## src/rtl/ps2tx_pkg.sv

```systemverilog
package ps2tx_pkg;

  localparam int FRAME_BITS = 11;

  typedef enum logic [1:0] {
    S_IDLE = 2'd0,
    S_WAIT = 2'd1,
    S_HIGH = 2'd2,
    S_LOW  = 2'd3
  } tx_state_t;

  // start(0) | byte LSB first | odd parity | stop(1), bit 0 goes out first
  function automatic logic [FRAME_BITS-1:0] build_frame(input logic [7:0] b);
    return {1'b1, ~^b, b, 1'b0};
  endfunction

endpackage

```

## src/rtl/ps2tx_sync.sv

```systemverilog
module ps2tx_sync #(
  parameter int W      = 2,
  parameter int STAGES = 2
) (
  input  logic         clk,
  input  logic         rst,
  input  logic [W-1:0] d_in,
  output logic [W-1:0] d_out
);
  // idle bus reads high, so the chain resets to 1
  for (genvar i = 0; i < W; i++) begin : g_bit
    logic [STAGES-1:0] chain;
    always_ff @(posedge clk) begin
      if (rst) chain <= '1;
      else     chain <= {chain[STAGES-2:0], d_in[i]};
    end
    assign d_out[i] = chain[STAGES-1];
  end
endmodule

```

## src/rtl/ps2tx_timer.sv

```systemverilog
module ps2tx_timer #(
  parameter int CNT_W = 8
) (
  input  logic             clk,
  input  logic             rst,
  input  logic             clr,
  output logic [CNT_W-1:0] count
);
  always_ff @(posedge clk) begin
    if (rst || clr) count <= '0;
    else            count <= count + 1'b1;
  end
endmodule

```

## src/rtl/ps2tx_frame.sv

```systemverilog
module ps2tx_frame
  import ps2tx_pkg::*;
(
  input  logic       clk,
  input  logic       rst,
  input  logic       load,
  input  logic       shift,
  input  logic [7:0] byte_in,
  output logic       bit_out
);
  logic [FRAME_BITS-1:0] shreg;

  always_ff @(posedge clk) begin
    if (rst)        shreg <= '1;
    else if (load)  shreg <= build_frame(byte_in);
    else if (shift) shreg <= {1'b1, shreg[FRAME_BITS-1:1]};
  end

  assign bit_out = shreg[0];
endmodule

```

## src/rtl/ps2_dev_tx.sv

```systemverilog
module ps2_dev_tx
  import ps2tx_pkg::*;
#(
  parameter int CLK_HZ      = 125_000_000,
  parameter int HALF_US     = 40,
  parameter int LEAD_US     = 20,
  parameter int IDLE_US     = 50,
  parameter int SYNC_STAGES = 2
) (
  input  logic       clk,
  input  logic       rst,
  input  logic [7:0] tx_byte,
  input  logic       tx_valid,
  output logic       tx_ready,
  input  logic       ps2_clk_in,
  input  logic       ps2_data_in,
  output logic       ps2_clk_drive_low,
  output logic       ps2_data_drive_low,
  output logic       tx_done,
  output logic       tx_abort
);
  localparam int TICKS_US = CLK_HZ / 1_000_000;
  localparam int HALF_CYC = TICKS_US * HALF_US;
  localparam int LEAD_CYC = TICKS_US * LEAD_US;
  localparam int IDLE_CYC = TICKS_US * IDLE_US;
  localparam int MAX_CYC  = (IDLE_CYC > HALF_CYC) ? IDLE_CYC : HALF_CYC;
  localparam int CNT_W    = $clog2(MAX_CYC + 1);
  localparam int GUARD    = SYNC_STAGES + 2;   // settle time after own release
  localparam int BIT_W    = $clog2(FRAME_BITS + 1);

  logic [1:0]       lines_s;
  logic             clk_s, dat_s;
  tx_state_t        st;
  logic [CNT_W-1:0] cnt, lim;
  logic [BIT_W-1:0] bitn;
  logic             phase_end, bus_idle, inhibit, accept, tmr_clr, shift_en, frame_lsb;

  ps2tx_sync #(.W(2), .STAGES(SYNC_STAGES)) sync_i (
    .clk(clk), .rst(rst), .d_in({ps2_clk_in, ps2_data_in}), .d_out(lines_s)
  );
  assign clk_s = lines_s[1];
  assign dat_s = lines_s[0];

  always_comb begin
    lim       = (st == S_WAIT) ? CNT_W'(IDLE_CYC - 1) : CNT_W'(HALF_CYC - 1);
    phase_end = (cnt == lim);
    bus_idle  = clk_s & dat_s;
    // only meaningful while this block releases the clock
    inhibit   = (st == S_HIGH) && (cnt >= CNT_W'(GUARD)) && !clk_s;
    accept    = (st == S_IDLE) && tx_valid;
    tmr_clr   = (st == S_IDLE) || phase_end || inhibit || ((st == S_WAIT) && !bus_idle);
    shift_en  = (st == S_LOW) && phase_end;
  end

  ps2tx_timer #(.CNT_W(CNT_W)) timer_i (
    .clk(clk), .rst(rst), .clr(tmr_clr), .count(cnt)
  );

  ps2tx_frame frame_i (
    .clk(clk), .rst(rst), .load(accept), .shift(shift_en),
    .byte_in(tx_byte), .bit_out(frame_lsb)
  );

  always_ff @(posedge clk) begin
    if (rst) begin
      st                 <= S_IDLE;
      bitn               <= '0;
      tx_ready           <= 1'b1;
      ps2_clk_drive_low  <= 1'b0;
      ps2_data_drive_low <= 1'b0;
      tx_done            <= 1'b0;
      tx_abort           <= 1'b0;
    end else begin
      tx_done  <= 1'b0;
      tx_abort <= 1'b0;
      case (st)
        S_IDLE: begin
          if (accept) begin
            st       <= S_WAIT;
            tx_ready <= 1'b0;
          end
        end
        S_WAIT: begin
          if (bus_idle && phase_end) begin
            st   <= S_HIGH;
            bitn <= '0;
          end
        end
        S_HIGH: begin
          if (inhibit) begin
            st                 <= S_IDLE;
            ps2_clk_drive_low  <= 1'b0;
            ps2_data_drive_low <= 1'b0;
            tx_abort           <= 1'b1;
            tx_ready           <= 1'b1;
          end else begin
            if (cnt == CNT_W'(HALF_CYC - LEAD_CYC - 1))
              ps2_data_drive_low <= ~frame_lsb;
            if (phase_end) begin
              ps2_clk_drive_low <= 1'b1;
              st                <= S_LOW;
            end
          end
        end
        S_LOW: begin
          if (phase_end) begin
            ps2_clk_drive_low <= 1'b0;
            if (bitn == BIT_W'(FRAME_BITS - 1)) begin
              st                 <= S_IDLE;
              ps2_data_drive_low <= 1'b0;
              tx_done            <= 1'b1;
              tx_ready           <= 1'b1;
            end else begin
              bitn <= bitn + 1'b1;
              st   <= S_HIGH;
            end
          end
        end
        default: st <= S_IDLE;
      endcase
    end
  end
endmodule

```

## config.mk

```make
export PLATFORM = sky130hd
export DESIGN_NAME = ps2_dev_tx
export DESIGN_NICKNAME = d
export VERILOG_FILES = /design/src/rtl/ps2tx_pkg.sv /design/src/rtl/ps2tx_sync.sv /design/src/rtl/ps2tx_timer.sv /design/src/rtl/ps2tx_frame.sv /design/src/rtl/ps2_dev_tx.sv
export SDC_FILE = /design/constraint.sdc
export NUM_CORES = 1
export LEC_CHECK = 0
export ABC_AREA = 1
export BUFFER_PORTS_ARGS = -buffer_cell sky130_fd_sc_hd__buf_2
export CORE_ASPECT_RATIO = 1.75
export CORE_UTILIZATION = 58
export DETAILED_ROUTE_END_ITERATION = 7
export GPL_TIMING_DRIVEN = 0
export PLACE_DENSITY = 0.78
export RECOVER_POWER = 100
export SKIP_CTS_REPAIR_TIMING = 1
export SYNTH_ARGS = -nofsm -noshare
export SYNTH_HDL_FRONTEND = slang
export SYNTH_SLANG_ARGS = --single-unit
```

## constraint.sdc

```tcl
create_clock -name clk -period 1.8 [get_ports clk]
set_input_delay 0.09 -clock clk [delete_from_list [all_inputs] [get_ports clk]]
set_output_delay 0.09 -clock clk [all_outputs]
set_load 0.01 [all_outputs]
```

# ---- Word-level counts from Yosys, hierarchy flattened
# Index checks and enable logic that the tools add are counted.
dict set report word_totals {
  regBits 38
  latchBits 0
  ram_bits 0
  mem_bits_ro 0
  in_bits 13
  n_memories 0
}
dict set report classes {
  addsub 2
  multipliers 0
  n_div 0
  n_lt_le_gt_ge 1
  n_eq_ne 14
  shifts 0
  n_mux 30
  n_bitwise 5
  n_reduce_logical 25
}
# cell n
set ops {}
lappend ops {{$mux 10} 2}
lappend ops {{$add 13x1->13 const B} 1}
lappend ops {{$eq 13x12->1 const B} 1}
lappend ops {{$eq 13x13->1} 1}
lappend ops {{$ge 13x3->1 const B} 1}
lappend ops {{$mux 1} 13}
lappend ops {{$mux 12} 1}
lappend ops {{$mux 2} 6}
lappend ops {{$mux 4} 3}
lappend ops {{$reduce_and 4->1} 3}
lappend ops {{$ne 2x2->1 const B} 4}
lappend ops {{$pmux 2 s4} 1}
lappend ops {{$pmux 4 s2} 1}
lappend ops {{$reduce_xnor 8->1} 1}
lappend ops {{$logic_and 1x1->1} 6}
lappend ops {{$reduce_bool 2->1} 3}
lappend ops {{$reduce_and 5->1} 1}
lappend ops {{$add 4x1->4 const B} 1}
lappend ops {{$eq 2x2->1 const B} 2}
lappend ops {{$eq 4x4->1 const B} 1}
lappend ops {{$logic_or 1x1->1} 4}
lappend ops {{$ne 2x1->1 const B} 2}
lappend ops {{$not 1->1} 4}
lappend ops {{$pmux 1 s2} 2}
lappend ops {{other kinds (11)} 12}

# ---- Longest topological paths before layout
dict set report depth {
  depth_word 7
  depth_mapped 12
}

# ---- Cells and area by module
# Synthesis repeated with hierarchy kept, for this count alone.
dict set report hier_totals {
  cells_unflattened 334
  area_unflattened_um2 2197.1
}
# mod instances cells_each area_per_inst_um2
set modules_own_cells {}
lappend modules_own_cells {ps2_dev_tx 1 134 840.8}
lappend modules_own_cells {ps2tx_timer 1 89 623.1}
lappend modules_own_cells {ps2tx_frame 1 96 601.8}
lappend modules_own_cells {ps2tx_sync 1 15 131.4}

# ---- Least setup slack after synthesis
# OpenSTA, ideal clock, no wires.
dict set report synth_timing {
  path_type {register to register}
  startpoint {register timer_i.count[1]}
  endpoint {register timer_i.count[12]}
  arrival_ns 1.371
  path_slack_ns 0.315
  stages_incl_launch_ff 12
  path_buffers 0
  period_less_slack_ns 1.485
  cell_sequence {dfxtp_1 ha_1 nand2_1 inv_1 nand2_1 nor2_2 nand2_2 nor2_4 inv_2 nor3_2 xnor2_1 nor2_1}
}
dict set report synth_via {
  elab_chain_cells 6
}
# element line
set synth_lines {}
lappend synth_lines {{start, declared} ps2tx_timer.sv:7} ;# output logic [CNT_W-1:0] count
lappend synth_lines {{start signal, assigned} ps2tx_timer.sv:11} ;# else count <= count + 1'b1;
lappend synth_lines {{$ge 13x3->1} ps2_dev_tx.sv:49} ;# inhibit = (st == S_HIGH) && (cnt >= CNT_W'(GUARD)) && !clk_s;
lappend synth_lines {{$logic_and 1x1->1 (2 in series)} ps2_dev_tx.sv:49}
lappend synth_lines {{$logic_or 1x1->1 (2 in series)} ps2_dev_tx.sv:51} ;# tmr_clr = (st == S_IDLE) || phase_end || inhibit || ((st == S_WAIT) && !bus_idle);
lappend synth_lines {{$logic_or 1x1->1} ps2tx_timer.sv:10} ;# if (rst || clr) count <= '0;
# Several ways; a longest one is shown, not always the timed one.
# A chain may end at the register's enable or synchronous reset.

# ---- Worst setup path in the final report
dict set report layout_timing {
  startpoint {register st[1]}
  endpoint {register timer_i.count[12]}
}
dict set report layout_via {
  elab_chain_cells 7
}
# element line
set layout_lines {}
lappend layout_lines {{start, declared} ps2_dev_tx.sv:33} ;# tx_state_t st;
lappend layout_lines {{start signal, assigned} ps2_dev_tx.sv:66} ;# st <= S_IDLE;
lappend layout_lines {{start signal, assigned} ps2_dev_tx.sv:79} ;# st <= S_WAIT;
lappend layout_lines {{start signal, assigned} ps2_dev_tx.sv:85} ;# st <= S_HIGH;
lappend layout_lines {{$eq 2x1->1} {ps2_dev_tx.sv:45, ps2_dev_tx.sv:51}}
lappend layout_lines {{$mux 12} ps2_dev_tx.sv:45} ;# lim = (st == S_WAIT) ? CNT_W'(IDLE_CYC - 1) : CNT_W'(HALF_CYC - 1);
lappend layout_lines {{$eq 13x13->1} ps2_dev_tx.sv:46} ;# phase_end = (cnt == lim);
lappend layout_lines {{$logic_or 1x1->1 (2 in series)} ps2_dev_tx.sv:51}
lappend layout_lines {{$logic_or 1x1->1 *} ps2_dev_tx.sv:51}
lappend layout_lines {{$logic_or 1x1->1 *} ps2tx_timer.sv:10}
# Mark *: on every way between the ends. The rest lies on a longest branch, timed or not.

==> results.yml <==
status:
  status: "completed"
floorplanning:
  die_h_um: 79.6
  fp-row-count: 27
  ioPinCount: 18
  die_w_um: 46.3
  die_area_um2: 3690
  initial_core_util: 0.621
  core_region_area_um2: 3210
finish:
  layout-drive-gt1-share: 0.192
  final_cells: 334
  nets: 307
  final_area_um2: 2230
  antenna_cells: 0
  syn_to_final_growth_pct: 11.7
route:
  ant_nets: 0
  firstDrtPassIters: 4
  drtIter0Drc: 26
  wl_met1_um: 1520
  met3_length_um: 77
  met2_length_um: 2260
  drcViolationCount: 0
  wl_per_cell_um: 11.9
  vias_per_cell: 5.10
  wl_um: 3970
  top_layer: "met4"
  num_vias: 1704
place:
  portBuffers: 17
  dp.cells: 324
  place_area_um2: 2130
  hpwl_um: 3090
  pre_cts_slack_ns: 0.128
  place.gp.congestion: 0.814
synth:
  synth_edf_count: 0
  ys_warn_count: 0
  post-synth-top-area-cell: "dfxtp_1"
  syn_area_per_cell_um2: 7.55
  ys_top_cells_by_area: "dfxtp_1, nand2_1, nor2_1"
  netlist_area_um2: 1990
  syn_nets: 281
  synth_most_common_cell: "nand2_1"
  synth_flop_cell: "dfxtp_1"
  synth_top_area_share: 0.381
  yosys-top-cells-count: "nand2_1, dfxtp_1, nor2_1"
  async_flop_share: 0
  syn_inst: 264
  ys_seq_elements: 38
  ys_types: 33
  ys_seq_area_frac: 0.381
global_route:
  grt_first_pass_wirelength_um: 6790
  grt-ovfl-total: 0
  grt_max_degree: 12
  antenna_found_initial: 0
  grtUsageTotal: 0.252
  grt_pass1_vias: 1681
clock_tree:
  tritoncts: "done"
  clk_pin_slew_ns: 0.07
  cts_buffers: 5
  cts-root-buf: "clkbuf_8"
  insertion_delay_ns: 0.28
  cts_num_sinks: 38
  cts_buffer_depth: 2
  htreeDepth: 2
sta:
  skew_ns: 0.00534
  finalCritPeriodShare: 0.923
  final_period_minus_worst_setup_slack_ns: 1.66
  relSlewSlack: 0.681
  rsz0062_at_grt: "no"
  tns_ns: 0
  max_freq_ghz: 0.602
  setup_viol: 0
  worstMarginPinSlew_ns: 0.479
  worst_slack_ns: 0.138
  final_max_slew_viol_count: 0
  hold_violations: 0
worst_setup_path:
  cp.required_ns: 1.98
  r2r_setup_slack_ns: 0.14
  endpoint_kind: "flip-flop"
  critPathLaunchType: "flip-flop"
  startpoint: "st[1]$_SDFFE_PP0P_"
  r2r_cells: 8
  r2r_start: "st[1]$_SDFFE_PP0P_"
  rr_endpoint: "timer_i.count[12]$_SDFF_PP0_"
  crit_type: "flip-flop to flip-flop"
  crit_fanout: 10
  arrival_ns: 1.84
min_path:
  hold_depth: 2
  min-delay-start: "rst"
  whs_endpoint: "sync_i.g_bit[1].chain[0]$_SDFF_PP1_"
  hold_path_class: "primary input to flip-flop"
job:
  maxCapViolations: 0
power_and_ir_drop:
  ir_worst_vdd_v: 0.000709
  power_density_nw_per_um2: 1030
  power_leakage_uw: 0.000917
[sequential cells by signal, indices dropped and copies added (netlist names)]
register            count
timer_i.count          13
frame_i.shreg          10
bitn                    4
sync_i.g_bit.chain      4
st                      2
ps2_clk_drive_low       1
ps2_data_drive_low      1
tx_abort                1
tx_done                 1
tx_ready                1
[report_power, final]
group	switching, µW	internal, µW	leakage (µW)
logic	417	256	0.000557
clock network	284	309	0.0000482
registers	85.9	950	0.000311
total	787	1520	0.000917
[placed cells by master, fill, tap and decap left out, types with 3 or more instances in the layout]
| cell type | Yosys | layout |
|---|---|---|
| a21oi_1 | 9 | 10 |
| buf_2 | 1 | 14 |
| clkbuf_1 | 2 | 8 |
| clkbuf_8 | 0 | 6 |
| dfxtp_1 | 38 | 36 |
| ha_1 | 4 | 3 |
| inv_1 | 22 | 23 |
| inv_2 | 3 | 3 |
| nand2_1 | 54 | 54 |
| nand2_2 | 4 | 4 |
| nand3_1 | 20 | 21 |
| nand4_1 | 4 | 4 |
| nor2_1 | 37 | 37 |
| nor2_4 | 3 | 3 |
| nor3_1 | 6 | 6 |
| o211ai_1 | 8 | 8 |
| o21ai_0 | 3 | 3 |
| or2_2 | 12 | 12 |
| xnor2_1 | 7 | 7 |
| xor2_1 | 8 | 8 |
[through the flow]
step	hold WS [ns]	total power (µW)	utilization
2_1_floorplan	0.194	1570	-
3_3_place_gp	0.272	1720	0.665
3_5_place_dp	0.277	1740	0.665
4_1_cts	-0.0206	2320	0.693
5_1_grt	0.0817	2450	0.694
6_report	0.0589	2300	0.694
[worst max-delay path, stage by stage (launching register included)]
cell	delay, ns
dfxtp_1	0.43
inv_2	0.09
nand2_2	0.09
nand3_2	0.09
o21ai_4	0.16
nand3_4	0.13
nand4_1	0.21
buf_2	0.27
nor2_1	0.07
[routing by layer]
layer,vias up,global-route usage
met1,775,0.243
met4,0,0.129
met5,-,0
li1,899,-
met3,11,0.0566
met2,19,0.458
[cells by family (layout without fill, tap and decap cells)]
kind of cell             count (synthesis)  count (layout)  share of synthesized area
flip-flops                              38              38                      0.381
AO/OA/AOI/OAI                           25              25                     0.0847
XOR/XNOR                                15              15                     0.0659
AND/OR/NAND/NOR                        150             150                      0.375
adder cells (fa/ha/maj)                  4               4                     0.0251
buffers and inverters                   32              59                     0.0684
[worst max-delay path by stage]
stage / slack, ns / depth (start not counted) / end
final: 0.14 / 8 / timer_i.count[12]$_SDFF_PP0_
after global routing: 0.00006 / 11 / frame_i.shreg[7]$_SDFFE_PP1P_
after CTS: 0.11 / 11 / timer_i.count[12]$_SDFF_PP0_
after detailed placement: 0.13 / 11 / timer_i.count[12]$_SDFF_PP0_
after global placement: 0.14 / 11 / timer_i.count[12]$_SDFF_PP0_
after floorplan: 0.31 / 11 / timer_i.count[12]$_SDFF_PP0_
[cell type report]
type                    count  area (µm²)
flip-flops and latches     38         763
inverters                  27         104
clock buffers               7        86.3
well taps                  43        53.8
multi-input cells         194        1090
clock inverters             1        5.00
repair buffers             19        98.8
plain buffers               5        28.8
fillers                   300         982
No activity file was read; power rests on OpenSTA's default activity.
